<file path="config.mk">
export PLATFORM = sky130hd
export DESIGN_NAME = osd_serial_wr
export DESIGN_NICKNAME = d
export VERILOG_FILES = /design/src/rtl/osd_serial_wr_pkg.sv /design/src/rtl/osd_serial_wr_ctrl.sv /design/src/rtl/osd_serial_wr_dp.sv /design/src/rtl/osd_serial_wr.sv
export SDC_FILE = /design/constraint.sdc
export NUM_CORES = 1
export LEC_CHECK = 0
export BUFFER_PORTS_ARGS = -buffer_cell sky130_fd_sc_hd__buf_4
export CORE_ASPECT_RATIO = 0.75
export CORE_MARGIN = 5
export CORE_UTILIZATION = 60
export DETAILED_ROUTE_END_ITERATION = 7
export HOLD_SLACK_MARGIN = 0.06
export PLACE_DENSITY = 0.83
export SLEW_MARGIN = 20
export SYNTH_ARGS = -nofsm -noshare
export SYNTH_HDL_FRONTEND = slang
export SYNTH_SLANG_ARGS = --single-unit
</file>
<file path="constraint.sdc">
create_clock -name clk -period 5.37 [get_ports clk]
set_input_delay 0.8055 -clock clk [delete_from_list [all_inputs] [get_ports clk]]
set_output_delay 0.8055 -clock clk [all_outputs]
set_load 0.1 [all_outputs]
</file>
<file path="src/rtl/osd_serial_wr_pkg.sv">
package osd_serial_wr_pkg;

  // Strobes passed from the control to the datapath each clock.
  typedef struct packed {
    logic shiftEn;   // accept one serial bit
    logic shiftBit;  // the bit to accept
    logic takeAddr;  // the completed word is an address
    logic takeData;  // the completed word is data
    logic fillWe;    // clear walk writes one RAM word this cycle
  } wrStrobes_t;

endpackage

</file>
<file path="src/rtl/osd_serial_wr_ctrl.sv">
module osd_serial_wr_ctrl
  import osd_serial_wr_pkg::*;
#(
  parameter int WORD_W    = 16,
  parameter int RAM_DEPTH = 288,
  parameter int SYNC_LEN  = 2
) (
  input  logic                         clk,
  input  logic                         clrN,
  input  logic                         csN,
  input  logic                         sck,
  input  logic                         sdi,
  output wrStrobes_t                   st,
  output logic [$clog2(RAM_DEPTH)-1:0] fillAddr
);
  localparam int RAM_AW = $clog2(RAM_DEPTH);
  localparam int CNT_W  = $clog2(WORD_W);
  localparam logic [CNT_W-1:0]  LAST_BIT  = CNT_W'(WORD_W - 1);
  localparam logic [RAM_AW-1:0] LAST_FILL = RAM_AW'(RAM_DEPTH - 1);

  logic [SYNC_LEN:0]   sckSync;
  logic [SYNC_LEN-1:0] csSync;
  logic [SYNC_LEN-1:0] sdiSync;
  logic                csHigh;
  logic                sckRise;
  logic [CNT_W-1:0]    bitCnt;
  logic                haveAddr;
  logic                fillActive;
  logic [RAM_AW-1:0]   fillCnt;

  // Synchronizers: the serial lines are sampled in the clk domain.
  always_ff @(posedge clk or negedge clrN) begin
    if (!clrN) begin
      sckSync <= '0;
      csSync  <= '1;
      sdiSync <= '0;
    end else begin
      sckSync <= {sckSync[SYNC_LEN-1:0], sck};
      csSync  <= {csSync[SYNC_LEN-2:0], csN};
      sdiSync <= {sdiSync[SYNC_LEN-2:0], sdi};
    end
  end

  assign csHigh  = csSync[SYNC_LEN-1];
  assign sckRise = sckSync[SYNC_LEN-1] & ~sckSync[SYNC_LEN];

  // Walk of the RAM after the clear is released.
  always_ff @(posedge clk or negedge clrN) begin
    if (!clrN) begin
      fillActive <= 1'b1;
      fillCnt    <= '0;
    end else if (fillActive) begin
      if (fillCnt == LAST_FILL) begin
        fillActive <= 1'b0;
      end else begin
        fillCnt <= fillCnt + 1'b1;
      end
    end
  end

  // Bit counter and word framing.
  always_ff @(posedge clk or negedge clrN) begin
    if (!clrN) begin
      bitCnt   <= '0;
      haveAddr <= 1'b0;
    end else if (fillActive || csHigh) begin
      bitCnt   <= '0;
      haveAddr <= 1'b0;
    end else if (sckRise) begin
      if (bitCnt == LAST_BIT) begin
        bitCnt   <= '0;
        haveAddr <= 1'b1;
      end else begin
        bitCnt <= bitCnt + 1'b1;
      end
    end
  end

  always_comb begin
    st.shiftEn  = !fillActive && !csHigh && sckRise;
    st.shiftBit = sdiSync[SYNC_LEN-1];
    st.takeAddr = st.shiftEn && (bitCnt == LAST_BIT) && !haveAddr;
    st.takeData = st.shiftEn && (bitCnt == LAST_BIT) && haveAddr;
    st.fillWe   = fillActive;
  end

  assign fillAddr = fillCnt;

  // with the select high, the next cycle starts a word from bit zero.
  a_r7_cs_drops_partial: assert property (@(posedge clk) disable iff (!clrN)
    csHigh |=> (bitCnt == '0));

  // the walk advances by exactly one address per clock until it ends.
  a_r9_fill_steps: assert property (@(posedge clk) disable iff (!clrN)
    (fillActive && fillCnt != LAST_FILL) |=> (fillCnt == $past(fillCnt) + 1'b1));

endmodule

</file>
<file path="src/rtl/osd_serial_wr_dp.sv">
module osd_serial_wr_dp
  import osd_serial_wr_pkg::*;
#(
  parameter int WORD_W    = 16,
  parameter int RAM_DEPTH = 288,
  parameter int REG_COUNT = 9,
  parameter logic [WORD_W-1:0] FILL_WORD = 16'h00FF
) (
  input  logic                          clk,
  input  logic                          clrN,
  input  wrStrobes_t                    st,
  input  logic [$clog2(RAM_DEPTH)-1:0]  fillAddr,
  output logic                          ramWe,
  output logic [$clog2(RAM_DEPTH)-1:0]  ramAddr,
  output logic [WORD_W-1:0]             ramData,
  output logic [REG_COUNT*WORD_W-1:0]   ctrlRegs
);
  localparam int RAM_AW = $clog2(RAM_DEPTH);
  localparam logic [WORD_W-1:0] RAM_LIMIT = WORD_W'(RAM_DEPTH);
  localparam logic [WORD_W-1:0] REG_LAST  = WORD_W'(RAM_DEPTH + REG_COUNT - 1);

  logic [WORD_W-1:0] shiftReg;
  logic [WORD_W-1:0] nextWord;
  logic [WORD_W-1:0] addrReg;
  logic              ramHit;

  assign nextWord = {shiftReg[WORD_W-2:0], st.shiftBit};
  assign ramHit   = addrReg < RAM_LIMIT;

  always_ff @(posedge clk or negedge clrN) begin
    if (!clrN) begin
      shiftReg <= '0;
      addrReg  <= '0;
    end else begin
      if (st.shiftEn) shiftReg <= nextWord;
      if (st.takeAddr) addrReg <= nextWord;
      else if (st.takeData) addrReg <= addrReg + 1'b1;
    end
  end

  // RAM write port: the clear walk and serial data share it.
  always_ff @(posedge clk or negedge clrN) begin
    if (!clrN) begin
      ramWe   <= 1'b0;
      ramAddr <= '0;
      ramData <= '0;
    end else if (st.fillWe) begin
      ramWe   <= 1'b1;
      ramAddr <= fillAddr;
      ramData <= FILL_WORD;
    end else if (st.takeData && ramHit) begin
      ramWe   <= 1'b1;
      ramAddr <= addrReg[RAM_AW-1:0];
      ramData <= nextWord;
    end else begin
      ramWe <= 1'b0;
    end
  end

  // Control registers, one decoded slot each.
  for (genvar i = 0; i < REG_COUNT; i++) begin : g_reg
    localparam logic [WORD_W-1:0] SLOT_ADDR = WORD_W'(RAM_DEPTH + i);
    logic [WORD_W-1:0] value;
    always_ff @(posedge clk or negedge clrN) begin
      if (!clrN) value <= '0;
      else if (st.takeData && addrReg == SLOT_ADDR) value <= nextWord;
    end
    assign ctrlRegs[i*WORD_W +: WORD_W] = value;
  end

  // a RAM write never points past the last display cell.
  a_r3_ram_addr_range: assert property (@(posedge clk) disable iff (!clrN)
    ramWe |-> (ramAddr < RAM_AW'(RAM_DEPTH)));

  // registers only change on a completed data word.
  a_r4_regs_quiet: assert property (@(posedge clk) disable iff (!clrN)
    !st.takeData |=> $stable(ctrlRegs));

  // data for an address beyond the register block writes no RAM.
  a_r5_high_addr_no_write: assert property (@(posedge clk) disable iff (!clrN)
    (st.takeData && !st.fillWe && addrReg > REG_LAST) |=> !ramWe);

endmodule

</file>
<file path="src/rtl/osd_serial_wr.sv">
module osd_serial_wr
  import osd_serial_wr_pkg::*;
#(
  parameter int WORD_W    = 16,
  parameter int RAM_DEPTH = 288,
  parameter int REG_COUNT = 9,
  parameter int SYNC_LEN  = 2
) (
  input  logic                         clk,
  input  logic                         clrN,
  input  logic                         csN,
  input  logic                         sck,
  input  logic                         sdi,
  output logic                         ramWe,
  output logic [$clog2(RAM_DEPTH)-1:0] ramAddr,
  output logic [WORD_W-1:0]            ramData,
  output logic [REG_COUNT*WORD_W-1:0]  ctrlRegs
);
  localparam int RAM_AW = $clog2(RAM_DEPTH);

  wrStrobes_t        strobes;
  logic [RAM_AW-1:0] fillAddr;

  osd_serial_wr_ctrl #(
    .WORD_W(WORD_W), .RAM_DEPTH(RAM_DEPTH), .SYNC_LEN(SYNC_LEN)
  ) ctrl_i (
    .clk(clk), .clrN(clrN), .csN(csN), .sck(sck), .sdi(sdi),
    .st(strobes), .fillAddr(fillAddr)
  );

  osd_serial_wr_dp #(
    .WORD_W(WORD_W), .RAM_DEPTH(RAM_DEPTH), .REG_COUNT(REG_COUNT)
  ) dp_i (
    .clk(clk), .clrN(clrN), .st(strobes), .fillAddr(fillAddr),
    .ramWe(ramWe), .ramAddr(ramAddr), .ramData(ramData), .ctrlRegs(ctrlRegs)
  );

endmodule

</file>
== After elaboration in Yosys (flattened, before gate mapping) ==
Index checks and enable logic that the tools add are counted.

* $add $sub $neg: 3
* Magnitude comparators: 1
* Equality and inequality tests: 11
* Mux-type cells: 16
* Bitwise gates (word level): 3
* Reduce and logical (&&, ||, !) cells: 25

{| class="wikitable"
|+ Operators by type and width
! cell !! count
|-
| 16-bit by 9-bit equality test with 1-bit output, second input constant || 9
|-
| 16-bit two-way mux || 4
|-
| 9-bit two-way mux || 2
|-
| 16-bit by 1-bit adder with 16-bit output, second input constant || 1
|-
| 16-bit by 9-bit < comparator with 1-bit output, second input constant || 1
|-
| 1-bit logical AND || 15
|-
| 4-bit two-way mux || 3
|-
| 9-bit by 1-bit adder with 9-bit output, second input constant || 1
|-
| 9-bit equality test, second input constant || 1
|-
| 2-bit nonzero test || 4
|-
| 1-bit two-way mux || 7
|-
| 4-bit by 1-bit adder with 4-bit output, second input constant || 1
|-
| 4-bit equality test, second input constant || 1
|-
| 2-bit AND reduction || 2
|-
| 1-bit logical NOT || 3
|-
| 1-bit NOT || 2
|-
| 1-bit bitwise AND || 1
|-
| 1-bit logical OR || 1
|}

* Register bits: 223
* Input bits: 5
* Output and inout port bits: 170
* Word-level logic and storage cells: 80

== Logic depth before layout (Yosys ltp) ==
* Depth in word-level cells: 8
* Gate-level depth with buffers: 8
* Depth with buffers taken out: 6

== Cells and area by module ==
A second synthesis with hierarchy kept.

* Cells, all modules: 673
* Area total of the unflattened synthesis: 9165.0 um^2

{| class="wikitable"
|+ Modules (own cells, without submodules)
! module !! times used !! cells each !! area an instance (um^2) !! seq. area each (um^2)
|-
| osd_serial_wr_dp || 1 || 593 || 8210.4 || 5029.8
|-
| osd_serial_wr_ctrl || 1 || 80 || 954.7 || 554.3
|}

== Worst setup path before layout ==
OpenSTA, ideal clock, no wires.

* Kind: register to register
* Start point: reg dp_i.addrReg[13]
* End point: reg dp_i.g_reg[8].value[10]
* Library setup time: 0.125 ns
* Arrival: 2.198 ns
* Data required time: 5.245 ns
* Slack: 3.046 ns
* Cell stages (with the launch flop): 7
* Buffers on the path: 2
* Period minus slack after synthesis: 2.324 ns
* Cells stage by stage: dfrtp_1 -> or4_4 -> nor4_4 -> and4bb_1 -> buf_4 -> buf_6 -> mux2_2

* Longest elaborated chain between the ends: 2

{| class="wikitable"
|+ RTL lines
! element !! RTL line !! source
|-
| start: declaration || osd_serial_wr_dp.sv:24 || <nowiki>logic [WORD_W-1:0] addrReg;</nowiki>
|-
| start signal: assignment || osd_serial_wr_dp.sv:36 || <nowiki>if (st.takeAddr) addrReg <= nextWord;</nowiki>
|-
| start signal: assignment || osd_serial_wr_dp.sv:37 || <nowiki>else if (st.takeData) addrReg <= addrReg + 1'b1;</nowiki>
|-
| 16-bit by 9-bit equality test with 1-bit output || osd_serial_wr_dp.sv:66 || <nowiki>else if (st.takeData && addrReg == SLOT_ADDR) value <= nextWord;</nowiki>
|-
| 1-bit logical AND || osd_serial_wr_dp.sv:66 ||
|-
| end signal: assignment || osd_serial_wr_dp.sv:66 ||
|-
| end: declaration || osd_serial_wr_dp.sv:63 || <nowiki>logic [WORD_W-1:0] value;</nowiki>
|}

No other way between the ends.
A chain may end at the register's enable or synchronous reset.

== Final worst setup path ==
* Start point: reg dp_i.addrReg[13]
* End point: reg dp_i.g_reg[8].value[8]

The elaborated chain is that of the path after synthesis.

==> flow_metrics.py <==
metrics = {
    "final_layout": {
        "fin_cells": 1095,
        "num_antenna_cells": 0,
        "layout-drive-gt1-share_pct": 43.93,
        "nFillCells": 996,
        "final_nets": 886,
        "syn2layout_area_growth_pct": 22.28,
    },
    "worst_setup_path": {
        "worst-path-max-fanout": 16,
        "start_kind": "flip-flop",
        "r2r_end": "dp_i.g_reg[8].value[8]$_DFFE_PN0P_",
        "critical_path_class": "flip-flop to flip-flop",
        "critical-path-top-delay-family": "simple AND/OR/NAND/NOR gates",
        "cp-end-kind": "flip-flop",
        "crit_chain": "or4_4 > nor4_4 > and4bb_1 > mux2_2",
        "slowest_delay_ns": 0.86,
        "r2r_setup_slack_ns": 2.50,
        "timing.rr.start": "dp_i.addrReg[13]$_DFFE_PN0P_",
        "cp.buffers_inverters": 0,
        "cp.required_ns": 5.75,
        "reg2reg_depth": 4,
        "slowest_stage": "and4bb_1",
        "arrival_ns": 3.25,
    },
    "yosys": {
        "synth.distinct_cells": 62,
        "post-synth-top-count-cell": "dfrtp_1",
        "synthTopCellsByArea": "dfrtp_1, mux2_2, mux2_4, nand2_1, clkbuf_1",
        "synth_ff_type": "dfrtp_1",
        "synth-edff-count": 0,
        "synth_area_um2": 9450,
        "syn_avg_cell_area_um2": 13.03,
        "synth_nets": 736,
        "synth_top_area_share_pct": 58.25,
        "synth_top_cell_by_area": "dfrtp_1",
        "ys_ff_latch": 223,
        "postSynthCellCount": 725,
        "yosysWarnings": 0,
        "ys_async_sr_fraction_pct": 100.0,
        "ys_seq_area_share_pct": 59.09,
        "synth_common_cells": "dfrtp_1, mux2_2, nand2_1",
    },
    "pwr": {
        "leakagePower_nw": 6.067,
        "vdd_ir_drop_max_mv": 0.2276,
        "power_density_nw_per_um2": 292.7,
    },
    "clock_tree": {
        "htree_levels": 1,
        "cts-root-buf": "clkbuf_16",
        "clk_path_buf_depth": 3,
        "cts_tree": "done",
        "numCtsBuffers": 22,
        "ctsHoldBuffers": 0,
        "path_clk_slew_ns": 0.06,
        "worstSkewPairLatency_ns": 0.51,
        "cts_resized": 0,
        "cts_setup_buffers": 0,
        "cts.sinks": 223,
    },
    "placed_design": {
        "place_ws_ns": 2.561,
        "dp.cells": 1055,
        "port_buffers": 174,
        "hpwlAfterDp_um": 16740,
        "gp_congestion": 0.8950,
    },
    "sta": {
        "fin_ws_ns": 2.501,
        "fin_skew_ns": 0.01393,
        "setup_viol": 0,
        "relSlewSlack_pct": 39.80,
        "tightest_slew_ns": 0.9030,
        "slew_viol_final": 0,
        "tns_ns": 0,
        "clock.fmax_mhz": 348.6,
        "min_period_ns": 2.869,
        "rsz0062_at_grt": "no",
        "timing.hold.ws_ns": 0.1899,
        "hold_viol_final": 0,
        "fin_crit_sh_pct": 53.42,
    },
    "die": {
        "io_pins": 175,
        "rows": 39,
        "die_w_um": 154.9,
        "core_um2": 15320,
        "start_util_pct": 61.68,
        "dieArea_um2": 18390,
        "fp.dieH_um": 118.7,
    },
    "route": {
        "vias": 6541,
        "drtIter0Drc": 620,
        "viasPerCell": 5.974,
        "antenna_left": 0,
        "first_pass_iters": 5,
        "wl_um": 24960,
        "wire_per_inst_um": 22.80,
        "drc_errors": 0,
    },
    "global_route": {
        "grt_pass1_vias": 6880,
        "overflow": 0,
        "track_usage_pct": 27.32,
        "antenna_found_initial": 0,
        "grt_start_max_net_pins": 137,
        "grt_pass1_wl_um": 39920,
    },
    "outcome": {
        "run_status": "finished, final reports clean",
    },
    "min_path": {
        "worstHoldPathType": "input pin to asynchronous set/reset pin",
    },
    "flow_run": {
        "drv_cap": 0,
    },
}
[worst max-delay path by stage]
stage | cells past startpoint | slack, ns | from | endpoint
after global routing | 4 | 2.45 | dp_i.addrReg[13]$_DFFE_PN0P_ | dp_i.g_reg[8].value[9]$_DFFE_PN0P_
final | 4 | 2.50 | dp_i.addrReg[13]$_DFFE_PN0P_ | dp_i.g_reg[8].value[8]$_DFFE_PN0P_
after CTS | 4 | 2.52 | dp_i.addrReg[13]$_DFFE_PN0P_ | dp_i.g_reg[8].value[8]$_DFFE_PN0P_
after global placement | 4 | 2.66 | dp_i.addrReg[13]$_DFFE_PN0P_ | dp_i.g_reg[8].value[14]$_DFFE_PN0P_
after floorplan | 6 | 3.05 | dp_i.addrReg[13]$_DFFE_PN0P_ | dp_i.g_reg[8].value[10]$_DFFE_PN0P_
after detailed placement | 4 | 2.56 | dp_i.addrReg[13]$_DFFE_PN0P_ | dp_i.g_reg[8].value[8]$_DFFE_PN0P_
[cells in the final DEF, fill, tap and decap left out, types with 3 or more instances in the layout]
master,count
nand3_1,24
buf_4,179
o221a_2,4
clkbuf_1,3
nand2b_1,7
nor4_2,3
xor2_1,5
or2_2,3
a2bb2oi_1,7
o21ai_0,25
clkbuf_16,22
nand2_2,4
a21oi_1,21
inv_1,11
nand4_1,16
nor2_1,14
and3_1,5
o22ai_1,7
mux2_2,105
mux2_4,40
ha_1,6
o31a_1,3
nor4_1,3
nand2_1,72
a31oi_1,3
clkbuf_8,3
nor3_1,9
mux2i_1,3
nand2_4,4
dfrtp_1,220
dfstp_2,3
clkinv_2,7
[per-stage QoR]
step / cell area [um^2] / total power (W) / utilization, %
floorplan: 9450 / 0.001804 / -
global placement: 10800 / 0.001874 / 70.51
detailed placement: 10800 / 0.001882 / 70.51
CTS: 11530 / 0.003392 / 75.22
global route: 11560 / 0.003496 / 75.42
finish: 11560 / 0.003382 / 75.42
[metal layers]
layer | vias up | global-route usage [%] | routed length (um)
met1 | 3345 | 39.01 | 10520
met5 | - | 0 | 0
met3 | 41 | 7.125 | 2150
li1 | 2872 | - | -
met2 | 283 | 42.97 | 11780
met4 | 0 | 5.571 | 519
[registers in the layout, indices dropped and copies added (netlist names)]
signal             flops
ctrl_i.bitCnt          4
ctrl_i.csSync          2
ctrl_i.fillActive      1
ctrl_i.fillAddr        9
ctrl_i.haveAddr        1
ctrl_i.sckSync         3
ctrl_i.sdiSync         2
dp_i.addrReg          16
dp_i.g.value         144
dp_i.ramAddr           9
dp_i.ramData          16
dp_i.ramWe             1
dp_i.shiftReg         15
[where the power goes]
| part | total (W) | internal (W) | switching, W |
|---|---|---|---|
| Sequential | 0.00178 | 0.00170 | 0.0000841 |
| Clock | 0.00153 | 0.000894 | 0.000635 |
| Combinational | 0.0000718 | 0.0000230 | 0.0000488 |
[cell type report]
class | count | area, um^2 | area share [%]
repair buffers | 181 | 1386 | 12.00
clock inverters | 11 | 118.9 | 1.029
flip-flops and latches | 223 | 5584 | 48.32
multi-input cells | 436 | 3566 | 30.86
inverters | 11 | 41.29 | 0.3573
clock buffers | 28 | 603.1 | 5.219
well taps | 205 | 256.5 | 2.220
[worst reg2reg max path, cell delays in order (launching register included)]
cell and delay, ns:
dfrtp_1 0.45, or4_4 0.61, nor4_4 0.42, and4bb_1 0.86, mux2_2 0.43
[cells by family (layout without fill, tap and decap cells)]
group                    count (synthesis)  count (layout)  synth area share, %
adder cells (fa/ha/maj)                  6               6               0.7944
multiplexers                           149             149                19.30
XOR/XNOR                                 7               7               0.6488
AND/OR/NAND/NOR                        186             186                10.86
flip-flops                             223             223                59.09
buffers and inverters                   66             231                3.270
AO/OA/AOI/OAI                           88              88                6.037
(Power assumes the default switching activity.)
